`src/rtl/mtxt_pkg.sv`:
```
package mtxt_pkg;

  typedef enum logic [1:0] {
    MODE_QUAD,
    MODE_TILE8,
    MODE_TILE16
  } tile_mode_e;

  typedef enum logic [3:0] {
    ST_IDLE,
    ST_P_RD,
    ST_P_WR,
    ST_Q1_RD,
    ST_Q1_WR,
    ST_Q2_RDL,
    ST_Q2_RDP,
    ST_Q2_WRL,
    ST_Q2_RDR,
    ST_Q2_WRP,
    ST_Q2_WRR,
    ST_DONE
  } seq_state_e;

  function automatic logic is_pow2(input int unsigned x);
    return (x != 0) && ((x & (x - 1)) == 0);
  endfunction

endpackage

```
`src/rtl/mtxt_mode_pick.sv`:
```
module mtxt_mode_pick
  import mtxt_pkg::*;
#(
  parameter int DIMW       = 8,
  parameter int QUAD_DIM   = 64,
  parameter int SMALL_TILE = 8,
  parameter int LARGE_TILE = 16,
  parameter int TW         = 5
) (
  input  logic [DIMW-1:0] dim_n,
  input  logic [DIMW-1:0] dim_m,
  output tile_mode_e      mode,
  output logic [TW-1:0]   tile_sz
);

  logic square_dims;
  logic quad_dims;

  assign square_dims = (dim_n == dim_m);
  assign quad_dims   = square_dims && (dim_n == DIMW'(QUAD_DIM));

  always_comb begin
    if (quad_dims) begin
      mode    = MODE_QUAD;
      tile_sz = TW'(SMALL_TILE);
    end else if (square_dims && is_pow2(int'(dim_n))) begin
      mode    = MODE_TILE8;
      tile_sz = TW'(SMALL_TILE);
    end else begin
      mode    = MODE_TILE16;
      tile_sz = TW'(LARGE_TILE);
    end
  end

endmodule

```
`src/rtl/mtxt_word_bank.sv`:
```
module mtxt_word_bank #(
  parameter int DW    = 32,
  parameter int NSLOT = 8,
  parameter int SW    = $clog2(NSLOT)
) (
  input  logic          clk,
  input  logic          rst_n,
  input  logic          cap_en,
  input  logic [SW-1:0] cap_slot,
  input  logic [DW-1:0] cap_data,
  input  logic [SW-1:0] rd_slot,
  output logic [DW-1:0] rd_data
);

  logic [DW-1:0] slot_q [NSLOT];
  logic          fwd_hit;

  always_ff @(posedge clk or negedge rst_n) begin
    if (!rst_n) begin
      for (int g = 0; g < NSLOT; g++) slot_q[g] <= '0;
    end else if (cap_en) begin
      slot_q[cap_slot] <= cap_data;
    end
  end

  // A word read in the previous cycle is not yet in its slot: pass it through.
  assign fwd_hit = cap_en && (cap_slot == rd_slot);
  assign rd_data = fwd_hit ? cap_data : slot_q[rd_slot];

endmodule

```
`src/rtl/mtxt_addr_gen.sv`:
```
module mtxt_addr_gen
  import mtxt_pkg::*;
#(
  parameter int AW    = 16,
  parameter int DIMW  = 8,
  parameter int TW    = 5,
  parameter int NSLOT = 8,
  parameter int SW    = $clog2(NSLOT)
) (
  input  seq_state_e      st,
  input  logic [DIMW-1:0] ti,
  input  logic [DIMW-1:0] tj,
  input  logic [TW-1:0]   rr,
  input  logic [TW-1:0]   cc,
  input  logic [1:0]      kk,
  input  logic [SW-1:0]   s,
  input  logic [DIMW-1:0] n,
  input  logic [DIMW-1:0] m,
  input  logic [AW-1:0]   src,
  input  logic [AW-1:0]   dst,
  output logic            req,
  output logic            we,
  output logic [AW-1:0]   addr,
  output logic [SW-1:0]   slot
);

  localparam int HALF = NSLOT / 2;

  function automatic logic [AW-1:0] rm_addr(input logic [AW-1:0] b, input logic [AW-1:0] row,
                                            input logic [AW-1:0] col, input logic [AW-1:0] wid);
    return b + row * wid + col;
  endfunction

  logic [AW-1:0] i_w, j_w, k_w, s_w, s_lo, rr_w, cc_w, half_w;
  logic [AW-1:0] base, row, col, wid;
  logic [SW-1:0] slot_hi;

  assign i_w     = AW'(ti);
  assign j_w     = AW'(tj);
  assign k_w     = AW'(kk);
  assign s_w     = AW'(s);
  assign s_lo    = s_w & AW'(HALF - 1);
  assign rr_w    = AW'(rr);
  assign cc_w    = AW'(cc);
  assign half_w  = AW'(HALF);
  assign slot_hi = SW'(HALF) + SW'(s_lo);

  always_comb begin
    req  = 1'b1;
    we   = 1'b0;
    base = src;
    wid  = AW'(m);
    row  = '0;
    col  = '0;
    slot = s;
    case (st)
      ST_P_RD: begin
        row = i_w + rr_w;
        col = j_w + cc_w + s_w;
      end
      ST_P_WR: begin
        we = 1'b1; base = dst; wid = AW'(n);
        row = j_w + cc_w + s_w;
        col = i_w + rr_w;
      end
      ST_Q1_RD: begin
        row = i_w + k_w;
        col = j_w + s_w;
      end
      ST_Q1_WR: begin
        we = 1'b1; base = dst; wid = AW'(n);
        row = j_w + s_lo;
        col = i_w + k_w + ((s_w >= half_w) ? half_w : '0);
      end
      ST_Q2_RDL: begin
        row = i_w + half_w + s_lo;
        col = j_w + k_w;
      end
      ST_Q2_RDP: begin
        base = dst; wid = AW'(n);
        row = j_w + k_w;
        col = i_w + half_w + s_lo;
        slot = slot_hi;
      end
      ST_Q2_WRL: begin
        we = 1'b1; base = dst; wid = AW'(n);
        row = j_w + k_w;
        col = i_w + half_w + s_lo;
      end
      ST_Q2_RDR: begin
        row = i_w + half_w + s_lo;
        col = j_w + k_w + half_w;
      end
      ST_Q2_WRP: begin
        we = 1'b1; base = dst; wid = AW'(n);
        row = j_w + k_w + half_w;
        col = i_w + s_lo;
        slot = slot_hi;
      end
      ST_Q2_WRR: begin
        we = 1'b1; base = dst; wid = AW'(n);
        row = j_w + k_w + half_w;
        col = i_w + half_w + s_lo;
      end
      default: req = 1'b0;
    endcase
    addr = req ? rm_addr(base, row, col, wid) : '0;
  end

endmodule

```
`src/rtl/mtx_transpose_seq.sv`:
```
module mtx_transpose_seq
  import mtxt_pkg::*;
#(
  parameter int AW         = 16,
  parameter int DW         = 32,
  parameter int DIMW       = 8,
  parameter int QUAD_DIM   = 64,
  parameter int SMALL_TILE = 8,
  parameter int LARGE_TILE = 16,
  parameter int NSLOT      = 8
) (
  input  logic            clk,
  input  logic            rst_n,
  input  logic            start,
  input  logic [DIMW-1:0] rows_n,
  input  logic [DIMW-1:0] cols_m,
  input  logic [AW-1:0]   src_base,
  input  logic [AW-1:0]   dst_base,
  output logic            mem_req,
  output logic            mem_we,
  output logic [AW-1:0]   mem_addr,
  output logic [DW-1:0]   mem_wdata,
  input  logic [DW-1:0]   mem_rdata,
  output logic            busy,
  output logic            done
);

  localparam int SW   = $clog2(NSLOT);
  localparam int TW   = $clog2(LARGE_TILE) + 1;
  localparam int XW   = DIMW + 2;
  localparam int HALF = NSLOT / 2;

  seq_state_e      st;
  tile_mode_e      mode_q, pick_mode;
  logic [TW-1:0]   tsz_q, pick_tsz;
  logic [DIMW-1:0] n_q, m_q, ti, tj;
  logic [AW-1:0]   src_q, dst_q;
  logic [TW-1:0]   rr, cc;
  logic [1:0]      kk;
  logic [SW-1:0]   s;
  logic            rd_pend;
  logic [SW-1:0]   rd_slot_q;

  logic            ag_req, ag_we;
  logic [AW-1:0]   ag_addr;
  logic [SW-1:0]   ag_slot;

  // Named events used by the sequencing and by the assertions
  logic [XW-1:0]   col_base, rem_m, rem_t, chunk_len;
  logic            p_last_s, more_chunk, more_row, more_tcol, more_trow;
  logic            q_last_full, q_last_half, tile_end, zero_dim, start_take;
  seq_state_e      first_st;
  logic [AW-1:0]   dst_span, src_span;

  mtxt_mode_pick #(
    .DIMW(DIMW), .QUAD_DIM(QUAD_DIM), .SMALL_TILE(SMALL_TILE),
    .LARGE_TILE(LARGE_TILE), .TW(TW)
  ) u_pick (
    .dim_n(rows_n), .dim_m(cols_m), .mode(pick_mode), .tile_sz(pick_tsz)
  );

  mtxt_addr_gen #(
    .AW(AW), .DIMW(DIMW), .TW(TW), .NSLOT(NSLOT), .SW(SW)
  ) u_agen (
    .st(st), .ti(ti), .tj(tj), .rr(rr), .cc(cc), .kk(kk), .s(s),
    .n(n_q), .m(m_q), .src(src_q), .dst(dst_q),
    .req(ag_req), .we(ag_we), .addr(ag_addr), .slot(ag_slot)
  );

  mtxt_word_bank #(
    .DW(DW), .NSLOT(NSLOT), .SW(SW)
  ) u_bank (
    .clk(clk), .rst_n(rst_n),
    .cap_en(rd_pend), .cap_slot(rd_slot_q), .cap_data(mem_rdata),
    .rd_slot(ag_slot), .rd_data(mem_wdata)
  );

  assign mem_req  = ag_req;
  assign mem_we   = ag_we;
  assign mem_addr = ag_addr;
  assign busy     = (st != ST_IDLE) && (st != ST_DONE);
  assign done     = (st == ST_DONE);

  assign col_base    = XW'(tj) + XW'(cc);
  assign rem_m       = XW'(m_q) - col_base;
  assign rem_t       = XW'(tsz_q) - XW'(cc);
  always_comb begin
    chunk_len = XW'(NSLOT);
    if (rem_t < chunk_len) chunk_len = rem_t;
    if (rem_m < chunk_len) chunk_len = rem_m;
  end
  assign p_last_s    = (XW'(s) + XW'(1)) == chunk_len;
  assign more_chunk  = (XW'(cc) + XW'(NSLOT) < XW'(tsz_q)) && (col_base + XW'(NSLOT) < XW'(m_q));
  assign more_row    = (XW'(rr) + XW'(1) < XW'(tsz_q)) && (XW'(ti) + XW'(rr) + XW'(1) < XW'(n_q));
  assign more_tcol   = XW'(tj) + XW'(tsz_q) < XW'(m_q);
  assign more_trow   = XW'(ti) + XW'(tsz_q) < XW'(n_q);
  assign q_last_full = (s == SW'(NSLOT - 1));
  assign q_last_half = (s == SW'(HALF - 1));
  assign tile_end    = ((st == ST_P_WR) && p_last_s && !more_chunk && !more_row) ||
                       ((st == ST_Q2_WRR) && q_last_half && (kk == 2'd3));
  assign zero_dim    = (rows_n == '0) || (cols_m == '0);
  assign start_take  = (st == ST_IDLE) && start;
  assign first_st    = (mode_q == MODE_QUAD) ? ST_Q1_RD : ST_P_RD;
  assign dst_span    = AW'(n_q) * AW'(m_q);
  assign src_span    = dst_span;

  always_ff @(posedge clk or negedge rst_n) begin
    if (!rst_n) begin
      st <= ST_IDLE; mode_q <= MODE_TILE16; tsz_q <= '0;
      n_q <= '0; m_q <= '0; src_q <= '0; dst_q <= '0;
      ti <= '0; tj <= '0; rr <= '0; cc <= '0; kk <= '0; s <= '0;
      rd_pend <= 1'b0; rd_slot_q <= '0;
    end else begin
      case (st)
        ST_IDLE: if (start) begin
          n_q <= rows_n; m_q <= cols_m; src_q <= src_base; dst_q <= dst_base;
          mode_q <= pick_mode; tsz_q <= pick_tsz;
          ti <= '0; tj <= '0; rr <= '0; cc <= '0; kk <= '0; s <= '0;
          if (zero_dim)                    st <= ST_DONE;
          else if (pick_mode == MODE_QUAD) st <= ST_Q1_RD;
          else                             st <= ST_P_RD;
        end
        ST_P_RD: if (p_last_s) begin s <= '0; st <= ST_P_WR; end
                 else s <= s + SW'(1);
        ST_P_WR: if (p_last_s) begin
          s <= '0;
          if (more_chunk) begin
            cc <= cc + TW'(NSLOT); st <= ST_P_RD;
          end else begin
            cc <= '0;
            if (more_row) begin rr <= rr + TW'(1); st <= ST_P_RD; end
            else rr <= '0;
          end
        end else s <= s + SW'(1);
        ST_Q1_RD: if (q_last_full) begin s <= '0; st <= ST_Q1_WR; end
                  else s <= s + SW'(1);
        ST_Q1_WR: if (q_last_full) begin
          s <= '0;
          if (kk == 2'd3) begin kk <= '0; st <= ST_Q2_RDL; end
          else begin kk <= kk + 2'd1; st <= ST_Q1_RD; end
        end else s <= s + SW'(1);
        ST_Q2_RDL: if (q_last_half) begin s <= '0; st <= ST_Q2_RDP; end
                   else s <= s + SW'(1);
        ST_Q2_RDP: if (q_last_half) begin s <= '0; st <= ST_Q2_WRL; end
                   else s <= s + SW'(1);
        ST_Q2_WRL: if (q_last_half) begin s <= '0; st <= ST_Q2_RDR; end
                   else s <= s + SW'(1);
        ST_Q2_RDR: if (q_last_half) begin s <= '0; st <= ST_Q2_WRP; end
                   else s <= s + SW'(1);
        ST_Q2_WRP: if (q_last_half) begin s <= '0; st <= ST_Q2_WRR; end
                   else s <= s + SW'(1);
        ST_Q2_WRR: if (q_last_half) begin
          s <= '0;
          if (kk == 2'd3) kk <= '0;
          else begin kk <= kk + 2'd1; st <= ST_Q2_RDL; end
        end else s <= s + SW'(1);
        ST_DONE: st <= ST_IDLE;
        default: st <= ST_IDLE;
      endcase

      // Tile walk: column-block inner, row-block outer
      if (tile_end) begin
        if (more_tcol) begin
          tj <= tj + DIMW'(tsz_q); st <= first_st;
        end else begin
          tj <= '0;
          if (more_trow) begin ti <= ti + DIMW'(tsz_q); st <= first_st; end
          else st <= ST_DONE;
        end
      end

      rd_pend   <= ag_req && !ag_we;
      rd_slot_q <= ag_slot;
    end
  end

  // a write is always a memory operation
  assert_we_with_req_R6: assert property (@(posedge clk) disable iff (!rst_n)
    mem_we |-> mem_req);

  // done lasts one cycle and carries no operation
  assert_done_pulse_R7: assert property (@(posedge clk) disable iff (!rst_n)
    done |=> !done);
  assert_done_quiet_R7: assert property (@(posedge clk) disable iff (!rst_n)
    done |-> !mem_req && !busy);

  // a start during a run leaves the latched job alone
  assert_start_ignored_R8: assert property (@(posedge clk) disable iff (!rst_n)
    (busy && start) |=> $stable(n_q) && $stable(m_q) && $stable(dst_q) && $stable(src_q));

  // writes stay inside the destination window
  assert_write_window_R2: assert property (@(posedge clk) disable iff (!rst_n)
    (mem_req && mem_we) |-> ((mem_addr - dst_q) < dst_span));

  // reads stay inside the source or destination window
  assert_read_window_R2: assert property (@(posedge clk) disable iff (!rst_n)
    (mem_req && !mem_we) |-> (((mem_addr - src_q) < src_span) || ((mem_addr - dst_q) < dst_span)));

  // plain tiling never reads the destination window
  assert_plain_no_dst_read_R4: assert property (@(posedge clk) disable iff (!rst_n)
    (mem_req && !mem_we && (mode_q != MODE_QUAD)) |-> ((mem_addr - src_q) < src_span));

  // the quadrant schedule runs only on the 64 by 64 job
  assert_quad_only_square_R3: assert property (@(posedge clk) disable iff (!rst_n)
    (busy && (mode_q == MODE_QUAD)) |-> (n_q == DIMW'(QUAD_DIM)) && (m_q == DIMW'(QUAD_DIM)));

endmodule

```
`config.mk`:
```
export PLATFORM = sky130hd
export DESIGN_NAME = mtx_transpose_seq
export DESIGN_NICKNAME = d
export VERILOG_FILES = /design/src/rtl/mtxt_pkg.sv /design/src/rtl/mtxt_mode_pick.sv /design/src/rtl/mtxt_word_bank.sv /design/src/rtl/mtxt_addr_gen.sv /design/src/rtl/mtx_transpose_seq.sv
export SDC_FILE = /design/constraint.sdc
export NUM_CORES = 1
export LEC_CHECK = 0
export CORE_ASPECT_RATIO = 1.4
export CORE_MARGIN = 5
export CORE_UTILIZATION = 59
export DETAILED_ROUTE_END_ITERATION = 10
export DONT_BUFFER_PORTS = 1
export MAX_ROUTING_LAYER = met4
export PLACE_DENSITY_LB_ADDON = 0.05
export SLEW_MARGIN = 10
export SYNTH_ARGS = -nofsm -noshare
export SYNTH_HDL_FRONTEND = slang
export SYNTH_HIERARCHICAL = 1
export SYNTH_SLANG_ARGS = --single-unit
```
`constraint.sdc`:
```
create_clock -name clk -period 7.7 [get_ports clk]
set_input_delay 1.155 -clock clk [delete_from_list [all_inputs] [get_ports clk]]
set_output_delay 1.155 -clock clk [all_outputs]
set_load 0.005 [all_outputs]
```
## Word level (Yosys, flattened, before mapping)

Index checks and enable logic that the tools add are counted.

- Bits in registers: 350
- Latch bits: 0
- Memory bits (writable): 0
- ROM bits: 0
- Input port bits: 83
- Output and inout port bits: 52
- Logic and storage cells: 230
- Memories: 0

- Add/sub/neg operators: 33
- $mul: 1
- Div/mod/pow operators: 0
- Magnitude comparators: 12
- Eq/ne operators: 37
- Shifts and indexed selects: 0
- Mux-type cells: 71
- Bitwise gates (word level): 3
- Reductions and logical operators: 50

Operators by type and width:

| operator | count |
|---|---|
| $bwmux 256 | 1 |
| $mux 32 | 4 |
| $pmux 16 s8 | 1 |
| $pmux 16 s7 | 1 |
| $bmux 32 s3 | 1 |
| $demux 32 s3 | 1 |
| $mux 8 | 10 |
| $mux 4 | 18 |
| $add 8x5->9 | 6 |
| $add 16x16->16 | 3 |
| $pmux 4 s11 | 1 |
| $mux 5 | 8 |
| $add 8x2->9 | 4 |
| $ne 3x3->1 const B | 12 |
| $and 8x32->32 | 1 |
| $logic_not 32->1 | 1 |
| $mux 16 | 2 |
| $mux 3 | 7 |
| $lt 10x8->1 | 2 |
| $mux 10 | 2 |
| $pmux 5 s2 | 2 |
| $lt 9x8->1 | 2 |
| $add 16x2->16 | 1 |
| $add 16x3->16 | 1 |
| other kinds (61) | 115 |

## Logic depth before layout (Yosys ltp)

Gate-level depths: netlist of the first run.

- Depth in word-level cells: 13
- Depth in mapped cells: 30
- Depth with buffers taken out: 30

## Cells and area by module

The synthesis of the first run kept the hierarchy.

By module, submodules not included:

| module | instances | cells an instance | area an instance (um^2) |
|---|---|---|---|
| mtxt_word_bank | 1 | 703 | 12029.0 |
| mtx_transpose_seq | 1 | 673 | 6685.2 |
| mtxt_addr_gen | 1 | 784 | 6114.6 |
| mtxt_mode_pick | 1 | 32 | 239.0 |

## Worst setup path before layout of the first run

Ideal clock, no wire load.

- Path type: reg-to-output
- Start: register tj[1]
- End: output mem_addr[15]
- Arrival time: 7.175 ns
- Path slack: -0.630 ns
- Cell stages (with the launch flop): 27
- Path buffers: 0
- Cell sequence: dfrtp_1 > inv_1 > fa_1 > inv_1 > ha_1 > fa_1 > a21o_1 > a21oi_1 > xnor2_1 > a2bb2oi_1 > o211ai_1 > a221oi_2 > nor2_1 > fa_1 > fa_1 > fa_1 > fa_1 > inv_1 > fa_1 > inv_1 > ha_1 > a21o_1 > a21o_1 > a31o_2 > o31a_1 > nand2b_1 > mux2i_1

- Cells in the longest elaborated chain, start to end: 7

RTL lines:

| element | line | RTL |
|---|---|---|
| from (decl) | mtx_transpose_seq.sv:36 | `logic [DIMW-1:0] n_q, m_q, ti, tj;` |
| from (signal assigned) | mtx_transpose_seq.sv:164 | `tj <= tj + DIMW'(tsz_q); st <= first_st;` |
| $add 8x2->9 / $add 8x5->9 (equally long branches) | n/a |  |
| $add 16x3->16, on equally long branches | n/a |  |
| $pmux 16 s7 | mtxt_addr_gen.sv:56 | `case (st)` |
| $mul 16x8->16 | mtxt_addr_gen.sv:31 | `return b + row * wid + col;` |
| $add 16x16->16 | mtxt_addr_gen.sv:31 |  |
| $add 16x16->16 (*) | mtxt_addr_gen.sv:31 |  |
| $mux 16 (*) | mtxt_addr_gen.sv:107 | `addr = req ? rm_addr(base, row, col, wid) : '0;` |
| to (decl) | mtx_transpose_seq.sv:21 | `output logic [AW-1:0] mem_addr,` |

Every way passes the cells marked *; elsewhere a longest branch is shown, timed or not.

## Worst setup path in the final report of the first run

Same ends and word-level chain as after synthesis.

==> metrics.txt, run 1 <==
Critical Path Fanout Max 6; cell area after synthesis 25100 um^2; grt ovf 0; critical path class flip-flop to output port; drt first pass iters 6; routed wire length 65200 um; Slew Viols, Final 0; CP Launch Type flip-flop; Seq cells post-synth 347; skew final 0.0130 ns; fraction of registers with async set/reset 1.00; Final setup viols 11; final hold vios 0; Die ar. 46800 um^2; Synth Area in Compound Gates 0.0916; relative slew slack 0.332; largest family of logic cells by synthesized area multiplexers; Crit Reg-Reg Endpoint ti[3]; placed instance area 26700 um^2; CTS Buf Count 37; DR iter-0 viols 1071; most frequent cells in the layout 343 x dfrtp_1, 261 x mux2_1, 169 x buf_4; clk buf depth 3; Post-DRT Antenna Nets 0; post-synthesis sequential area ratio 0.346; mux contribution to synthesized area 0.248; Slew @ Worst Pin 0.976 ns; FF-to-FF Start tj[4]; Die Y 254 um; FF-to-FF setup slack 1.49 ns; post-synth cell types 101; core area 42100 um^2; VDD IR max 0.524 mV; post-route setup slack -0.702 ns; H-tree depth 2; WL per Instance 22.6 um; clk_lat worst skew 0.54 ns; vias in the first global route 18800; Port Buffers 0; most common cell after layout, fill and taps aside dfrtp_1; Static Leak 12.7 nW; clk sinks 347; # nets final 2615; xor and xnor area share after synthesis 0.0366; fin area 28200 um^2; failing checks setup timing; Crit path required time 6.55 ns; number of flops mapped to enable cells by yosys 0; Vias/cell 6.21; HP Class primary input to asynchronous set/reset pin; TritonCTS clock tree done; synthesized area per cell 11.4 um^2; Ant. Diodes 0; Hold WS 0.311 ns; worst-case reg-to-reg path depth 21; die width 184 um; share of cells above drive strength 1 0.220; simple logic cell fraction of the synthesized area 0.0928; Max Cap Viol 0; initial antenna violation count 0; # IOs 135; Remaining DRCs 0; Arr. time, crit path 7.25 ns; Adder-Cell Fraction of Synth Area 0.138; number of core rows 89; largest net degree at the start of global routing 348; Critical Path Sink Type output port; Syn Inst Count 2192; GPL Wtd Cong 0.997; Post-CTS Hold Fix Bufs 0; Final Cycle Share 1.09; gr usage total 0.289; Syn-to-layout area delta 12.5%; total number of vias 17900; DP HPWL 47300 um; status finished, violations left; Clock transition at path regs 0.06 ns; CTS root buf clkbuf_16; Initial Utilization 0.596; Syn. warnings 6; P per Cell Area 494 nW/um^2; Tmin final 8.40 ns; first-pass GRT wire length 104000 um; RSZ-0062 raised after global routing yes; ys flop type dfrtp_1; fmax 0.119 GHz
kinds of logic (layout without fill, tap and decap cells):
group,count (synthesis),count (layout)
buf+inv,262,391
simple gates,447,447
other cells,5,21
fa+ha+maj,228,228
flops,347,347
compound gates,323,323
mux,476,476
xor+xnor,104,104
stage by stage:
step / worst slack [ns] / TNS [ns] / total power, W / util / cells
2_1_floorplan: 0.00748 / 0 / 0.00911 / - / 2208
5_1_grt: -0.971 / -8.32 / 0.0151 / 0.670 / 2883
4_1_cts: -0.834 / -5.97 / 0.0138 / 0.667 / 2880
6_report: -0.702 / -5.28 / 0.0139 / 0.670 / 2883
3_5_place_dp: -0.428 / -2.35 / 0.0116 / 0.633 / 2809
3_3_place_gp: -0.321 / -1.42 / 0.0113 / 0.633 / 2809
worst max-delay path, cell delays in order (launching register included):
cell and delay [ns]:
dfrtp_2 0.36, inv_2 0.04, fa_1 0.55, inv_1 0.05, ha_2 0.19, fa_2 0.36, buf_4 0.15, xor2_2 0.16
a222oi_1 0.35, buf_4 0.19, and4_4 0.24, buf_6 0.13, nor2_1 0.05, fa_1 0.48, fa_1 0.57, fa_1 0.43
fa_1 0.49, inv_1 0.05, fa_1 0.49, inv_2 0.05, ha_4 0.23, a21o_1 0.18, a21o_1 0.17, a31o_2 0.21
o31a_1 0.25, nand2b_4 0.15, mux2i_4 0.15
registers in the layout (all words and copies together), names as in the netlist:
register	count
s	3
m_q	8
st	4
src_q	16
cc	2
rr	5
tsz_q	5
kk	2
ti	8
u_bank/slot_q	256
dst_q	16
rd_pend	1
rd_slot_q	3
mode_q	2
n_q	8
tj	8
power breakdown:
part           internal, W  total [W]  leakage (nW)  switching, W
logic              0.00447    0.00898          8.00       0.00451
registers          0.00270    0.00319          4.15      0.000496
clock network      0.00102    0.00177         0.589      0.000747
total              0.00818     0.0139          12.7       0.00575
what timing repair did:
item | 4_1_cts | 5_1_grt
buffers inserted | 6 | 5
gates resized for setup | 38 | 27
endpoints found under the setup margin | 12 | 12
pin swaps | 31 | 27
synthesized netlist by cell type, drive strengths merged (14+ instances only):
master	number	area share
nor2	129	0.019
fa	83	0.066
ha	140	0.070
a211oi	15	0.0047
dfrtp	346	0.35
mux2	389	0.18
mux2i	23	0.0092
nor2b	22	0.0055
a22o	17	0.0059
and2	20	0.0050
xnor2	55	0.020
a21oi	63	0.013
nor3	21	0.0044
nand2b	31	0.0081
nand2	95	0.014
inv	148	0.022
buf	60	0.015
a22oi	19	0.0057
xor2	49	0.017
nand3	31	0.0062
o211ai	14	0.0044
mux4	64	0.062
a21o	32	0.0096
o21ai	54	0.011
nand4	21	0.0058
clkbuf	54	0.0081
how the worst max path moves through the flow:
stage	from	end	slack, ns
3_5_place_dp	s[1]	mem_addr[15]	-0.43
6_report	tj[1]	mem_addr[15]	-0.70
2_1_floorplan	tj[1]	mem_addr[14]	0.007
5_1_grt	tj[1]	mem_addr[12]	-0.97
4_1_cts	tj[1]	mem_addr[15]	-0.83
3_3_place_gp	s[1]	mem_addr[15]	-0.32
per-layer routing:
metal | share of wire | GRT usage | up-vias
met3 | 0.042 | 0.0324 | 167
met1 | 0.38 | 0.330 | 9106
li1 | - | - | 8124
met5 | 0 | - | -
met2 | 0.53 | 0.519 | 499
met4 | 0.048 | 0.110 | 0
layout make-up:
| type | instances | area, um^2 |
|---|---|---|
| fillers | 3280 | 13900 |
| repair buffers | 176 | 1370 |
| clock buffers | 55 | 1080 |
| multi-input cells | 1599 | 15700 |
| flip-flops and latches | 347 | 8690 |
| clock inverters | 12 | 120 |
| well taps | 546 | 683 |
| inverters | 148 | 556 |
Note: power is estimated with default switching activity, not from simulation.
==> run 2: changes to the inputs <==
--- a/config.mk
+++ b/config.mk
@@ -5,9 +5,10 @@
 export SDC_FILE = /design/constraint.sdc
 export NUM_CORES = 1
 export LEC_CHECK = 0
+export CAP_MARGIN = 5
 export CORE_ASPECT_RATIO = 1.4
 export CORE_MARGIN = 5
-export CORE_UTILIZATION = 59
+export CORE_UTILIZATION = 60
 export DETAILED_ROUTE_END_ITERATION = 10
 export DONT_BUFFER_PORTS = 1
 export MAX_ROUTING_LAYER = met4
==> constraint.sdc (replaced) <==
create_clock -name clk -period 8.78 [get_ports clk]
set_input_delay 1.317 -clock clk [delete_from_list [all_inputs] [get_ports clk]]
set_output_delay 1.317 -clock clk [all_outputs]
set_load 0.005 [all_outputs]
==> run 2 against run 1 <==
Net effect:
- the run now ends clean
- via count decreased by 2.5%
- die area decreased by 1.6%
- sequential power decreased by 11%
- sequential cell count unchanged
- critical path depth increased by 3
- first-iteration DRC count increased by 8.4%
- non-clock buffer count decreased by 88
- routed wire length decreased by 1.0%
- hold slack improved by 0.17 ns
- critical endpoint is now mem_addr[14]
==> metrics.txt, run 2 (synthesized netlist as in run 1, its figures left out) <==
FF-to-FF Start tj[4]; grt ovf 0; HP Class primary input to asynchronous set/reset pin; pre-CTS WS 0.00144 ns; Slew Viols, Final 0; Vias/cell 6.27; Worst Path Buf+Inv 8; Arr. time, crit path 7.42 ns; status complete, no violations; clk buf depth 3; CP top delay family adder cells; CTS root buf clkbuf_16; final hold vios 0; most flop-heavy register u_bank/slot_q; Static Leak 12.3 nW; Hold WS 0.476 ns; Largest regs u_bank/slot_q: 256 flops, dst_q: 16 flops, src_q: 16 flops; share of cells above drive strength 1 0.190; die width 183 um; fill cell count 3224; H-tree depth 2; initial antenna violation count 0; Post-CTS Hold Fix Bufs 0; Die Y 252 um; vias in the first global route 18400; Critical Path Sink Type output port; Max Cap Viol 0; # IOs 135; most frequent cells in the layout 341 x dfrtp_1, 261 x mux2_1, 139 x inv_1; core area 41300 um^2; TritonCTS clock tree done; max reg flops 256; Initial Utilization 0.607; Crit Reg-Reg Endpoint ti[7]; TNS Setup 0 ns; DR iter-0 viols 1161; cell repeated most along the worst path fa_1; drt first pass iters 5; largest net degree at the start of global routing 348; clk sinks 347; Post-DRT Antenna Nets 0; worst-case reg-to-reg path depth 21; Critical Path Fanout Max 5; Remaining DRCs 0; Tmin final 8.74 ns; Final setup viols 0; Slew @ Worst Pin 0.961 ns; fmax 0.114 GHz; Clock transition at path regs 0.06 ns; peak per-stage delay on the critical path 0.53 ns; WL per Instance 23.2 um; post-route setup slack 0.0422 ns; CTS Buf Count 36; first-pass GRT wire length 102000 um; FF-to-FF setup slack 2.52 ns; skew final 0.0126 ns; GPL Wtd Cong 1.02; gr usage total 0.287; VDD IR max 0.347 mV; P per Cell Area 415 nW/um^2; Crit path required time 7.46 ns; Final Cycle Share 0.995; DP HPWL 45600 um; CP Launch Type flip-flop; critical path class flip-flop to output port; Die ar. 46000 um^2; RSZ-0062 raised after global routing yes; # nets final 2526; clk_lat worst skew 0.54 ns; routed wire length 64500 um; Crit-path slowest cell fa_1; total number of vias 17500; Ant. Diodes 0; number of core rows 88; relative slew slack 0.360; most common cell after layout, fill and taps aside dfrtp_1; Port Buffers 0; Syn-to-layout area delta 9.78%
==> run 2: routing by layer <==
layer  vias to the layer above  wire length, um  track usage
met3                       151             2630       0.0346
met4                         0             2890        0.110
met2                       468            34200        0.511
met1                      8885            24800        0.331
li1                       7949                -            -
met5                         -                0            -
==> run 2: metrics by stage <==
stage,cell area [um^2],power [W],utilization,cells
after floorplan,25100,0.00785,-,2208
after global placement,25700,0.00930,0.622,2693
after detailed placement,25700,0.00952,0.622,2693
after CTS,27100,0.0113,0.656,2765
after global routing,27500,0.0123,0.667,2782
final,27500,0.0114,0.667,2782
==> run 2: what timing repair did <==
item / CTS / global route
gates resized for setup: 36 / 66
buffers inserted: 12 / 17
setup endpoints to repair: 8 / 8
pin swaps: 32 / 48
==> run 2: worst register-to-register path, cell delays in order (launching register included) <==
cell and delay (ns):
dfrtp_1 0.38, buf_4 0.23, ha_1 0.39, a21o_1 0.24
xor2_1 0.29, inv_1 0.08, ha_1 0.34, a31oi_1 0.22
nand2_1 0.11, maj3_1 0.36, a21oi_1 0.18, xnor2_1 0.08
ha_1 0.29, and4_1 0.24, nor4b_1 0.38, o21a_1 0.31
nor2_1 0.15, o2111ai_1 0.32, nand4_4 0.22, o31ai_4 0.42
and3_1 0.53, mux2_1 0.38
==> run 2: how the worst max path moves through the flow <==
stage                from  slack [ns]  cells past startpoint      endpoint
floorplan           tj[1]        0.29                     26  mem_addr[15]
global placement    tj[1]        0.12                     26  mem_addr[15]
detailed placement  tj[1]       0.001                     26  mem_addr[15]
CTS                 tj[1]       0.001                     28  mem_addr[10]
global route        tj[1]       -0.18                     30  mem_addr[12]
finish              tj[0]        0.04                     29  mem_addr[14]
==> run 2: power breakdown <==
group	internal [W]	switching, W	leakage, nW	total (W)
Combinational	0.00340	0.00373	7.60	0.00713
Sequential	0.00236	0.000466	4.15	0.00283
Clock	0.000821	0.000634	0.538	0.00145
==> run 2: area by class of cell <==
class,count,area (um^2),share of cell area
multi-input combinational,1599,15800,0.573
sequential,347,8690,0.316
clock buffer,52,1030,0.0375
timing repair buffer,88,724,0.0263
tap,540,676,0.0246
inverter,148,556,0.0202
clock inverter,8,75.1,0.00273
==> run 3: changes to the inputs <==
--- a/config.mk
+++ b/config.mk
@@ -8,11 +8,13 @@
 export CAP_MARGIN = 5
 export CORE_ASPECT_RATIO = 1.4
 export CORE_MARGIN = 5
-export CORE_UTILIZATION = 60
+export CORE_UTILIZATION = 50
+export CTS_BUF_LIST = sky130_fd_sc_hd__clkbuf_16
 export DETAILED_ROUTE_END_ITERATION = 10
 export DONT_BUFFER_PORTS = 1
 export MAX_ROUTING_LAYER = met4
 export PLACE_DENSITY_LB_ADDON = 0.05
+export SETUP_SLACK_MARGIN = 0.2
 export SLEW_MARGIN = 10
 export SYNTH_ARGS = -nofsm -noshare
 export SYNTH_HDL_FRONTEND = slang
==> run 3 against run 2 <==
Net effect:
- sequential cell count stayed put
- register-to-register slack worse by 0.02 ns
- global-route usage decreased by 3.4 points
- largest power group unchanged
- highest routed layer unchanged
==> metrics.txt, run 3 (synthesized netlist as in run 1, its figures left out) <==
cell internal pwr 0.00683 W; Critical Path Fanout Max 4; CP Launch Type flip-flop; DP HPWL 48000 um; register area 8700 um^2; Cells after DPL 2808; combinational share of power 0.632; Crit-path slowest cell fa_1; # nets final 2555; die width 199 um; WL per Instance 23.1 um; Arr. time, crit path 7.35 ns; VDD IR max 0.336 mV; status complete, no violations; HP Class primary input to asynchronous set/reset pin; Final Cycle Share 0.987; H-tree depth 2; FF-to-FF setup slack 2.50 ns; Max Cap Viol 0; Port Buffers 0; clk sinks 347; Tmin final 8.67 ns; most frequent cells in the layout 338 x dfrtp_1, 261 x mux2_1, 141 x inv_1; initial antenna violation count 0; max reg flops 256; Psw 0.00504 W; FF-to-FF Start tj[4]; fmax 0.115 GHz; critical path class flip-flop to output port; Vias/cell 6.01; most common cell after layout, fill and taps aside dfrtp_1; Die Y 275 um; TritonCTS clock tree done; Switching Share 0.425; Syn-to-layout area delta 11.0%; Static Leak 12.4 nW; peak per-stage delay on the critical path 0.48 ns; core area 49900 um^2; RSZ-0062 raised after global routing yes; relative slew slack 0.290; vias in the first global route 18800; multi-input logic area 15700 um^2; drt first pass iters 5; Die ar. 54800 um^2; CTS Buf Count 38; Critical Path Sink Type output port; DR iter-0 viols 981; routed wire length 67400 um; first-pass GRT wire length 106000 um; clk buf depth 3; CTS root buf clkbuf_16; fill cell count 4282; largest net degree at the start of global routing 348; clk_lat worst skew 0.56 ns; grt ovf 0; Post-DRT Antenna Nets 0; most flop-heavy register u_bank/slot_q; Clock transition at path regs 0.06 ns; Initial Utilization 0.503; Remaining DRCs 0; Largest regs u_bank/slot_q: 256 flops, dst_q: 16 flops, src_q: 16 flops; Flop pwr share 0.239; Final setup viols 0; gr usage total 0.254; Crit Reg-Reg Endpoint ti[5]; total number of vias 17500; fin util 0.558; final hold vios 0; cell repeated most along the worst path buf_4; # IOs 135; final std cells w/o fill 2916; Crit path required time 7.46 ns; Ant. Diodes 0; Slew @ Worst Pin 1.06 ns; share of cells above drive strength 1 0.200; skew final 0.0197 ns; Slew Viols, Final 0; worst-case reg-to-reg path depth 21; number of core rows 97; Post-CTS Hold Fix Bufs 0; P per Cell Area 427 nW/um^2; Clock Power Share 0.129; GPL Wtd Cong 0.966
[run 3: changes by cell type in the layout (fill, tap and decap cells not counted), moves of 3 or more]
| cell | change |
|---|---|
| clkbuf_1 | -9 |
| inv_2 | +4 |
| buf_4 | +30 |
| clkbuf_16 | +3 |
| clkbuf_8 | -7 |
| clkinv_1 | +5 |
| dfrtp_1 | -3 |
| clkinv_2 | +4 |
[run 3: critical path, delay by kind of cell (launching register included)]
kind            cells  cell delay, ns
buf+inv            21            2.39
mux                 1            0.17
flops               1            0.42
fa+ha+maj           5            1.65
xor+xnor            1            0.11
simple gates        3            0.46
compound gates      9            1.60
[run 3: power groups by stage]
| stage | Sequential (W) | Clock (W) | Combinational, W |
|---|---|---|---|
| finish | 0.00284 | 0.00153 | 0.00750 |
| global route | 0.00293 | 0.00164 | 0.00829 |
| CTS | 0.00284 | 0.00159 | 0.00727 |
| detailed placement | 0.00286 | 0 | 0.00684 |
| global placement | 0.00281 | 0 | 0.00671 |
| floorplan | 0.00265 | 0 | 0.00520 |
[run 3: final cells by class]
type	count	area share
Clock inverter	25	0.00697
Clock buffer	39	0.0351
Sequential cell	347	0.313
Inverter	148	0.0200
Multi-Input combinational cell	1599	0.564
Tap cell	643	0.0289
Timing Repair Buffer	115	0.0323
[run 3: worst max-delay path by stage]
stage	startpoint	cells past startpoint	endpoint	slack (ns)
2_1_floorplan	tj[1]	26	mem_addr[15]	0.29
3_3_place_gp	tj[1]	26	mem_addr[15]	0.14
3_5_place_dp	s[1]	26	mem_addr[15]	0.004
4_1_cts	s[1]	28	mem_addr[15]	0.11
5_1_grt	tj[1]	40	mem_addr[15]	-0.16
6_report	s[1]	40	mem_addr[15]	0.11
[run 3: what timing repair did]
item	in CTS	in global routing
setup endpoints to repair	11	10
pin swaps	51	22
gates resized for setup	62	30
buffers inserted	36	8
[run 3: per-layer routing]
layer / vias up / part of all wire / track usage
met1: 8908 / 0.39 / 0.293
met2: 459 / 0.53 / 0.449
met3: 148 / 0.038 / 0.0306
met5: - / 0 / -
met4: 0 / 0.042 / 0.0987
li1: 8002 / - / -
[run 3: through the flow]
stage	TNS (ns)	setup WS (ns)	instance area [um^2]	hold WS [ns]	power [W]
floorplan	0	0.288	25100	0.449	0.00785
global route	-0.645	-0.163	27800	0.437	0.0129
CTS	0	0.106	27700	0.434	0.0117
detailed placement	0	0.00416	25900	0.466	0.00971
global placement	0	0.143	25900	0.459	0.00952
finish	0	0.113	27800	0.463	0.0119
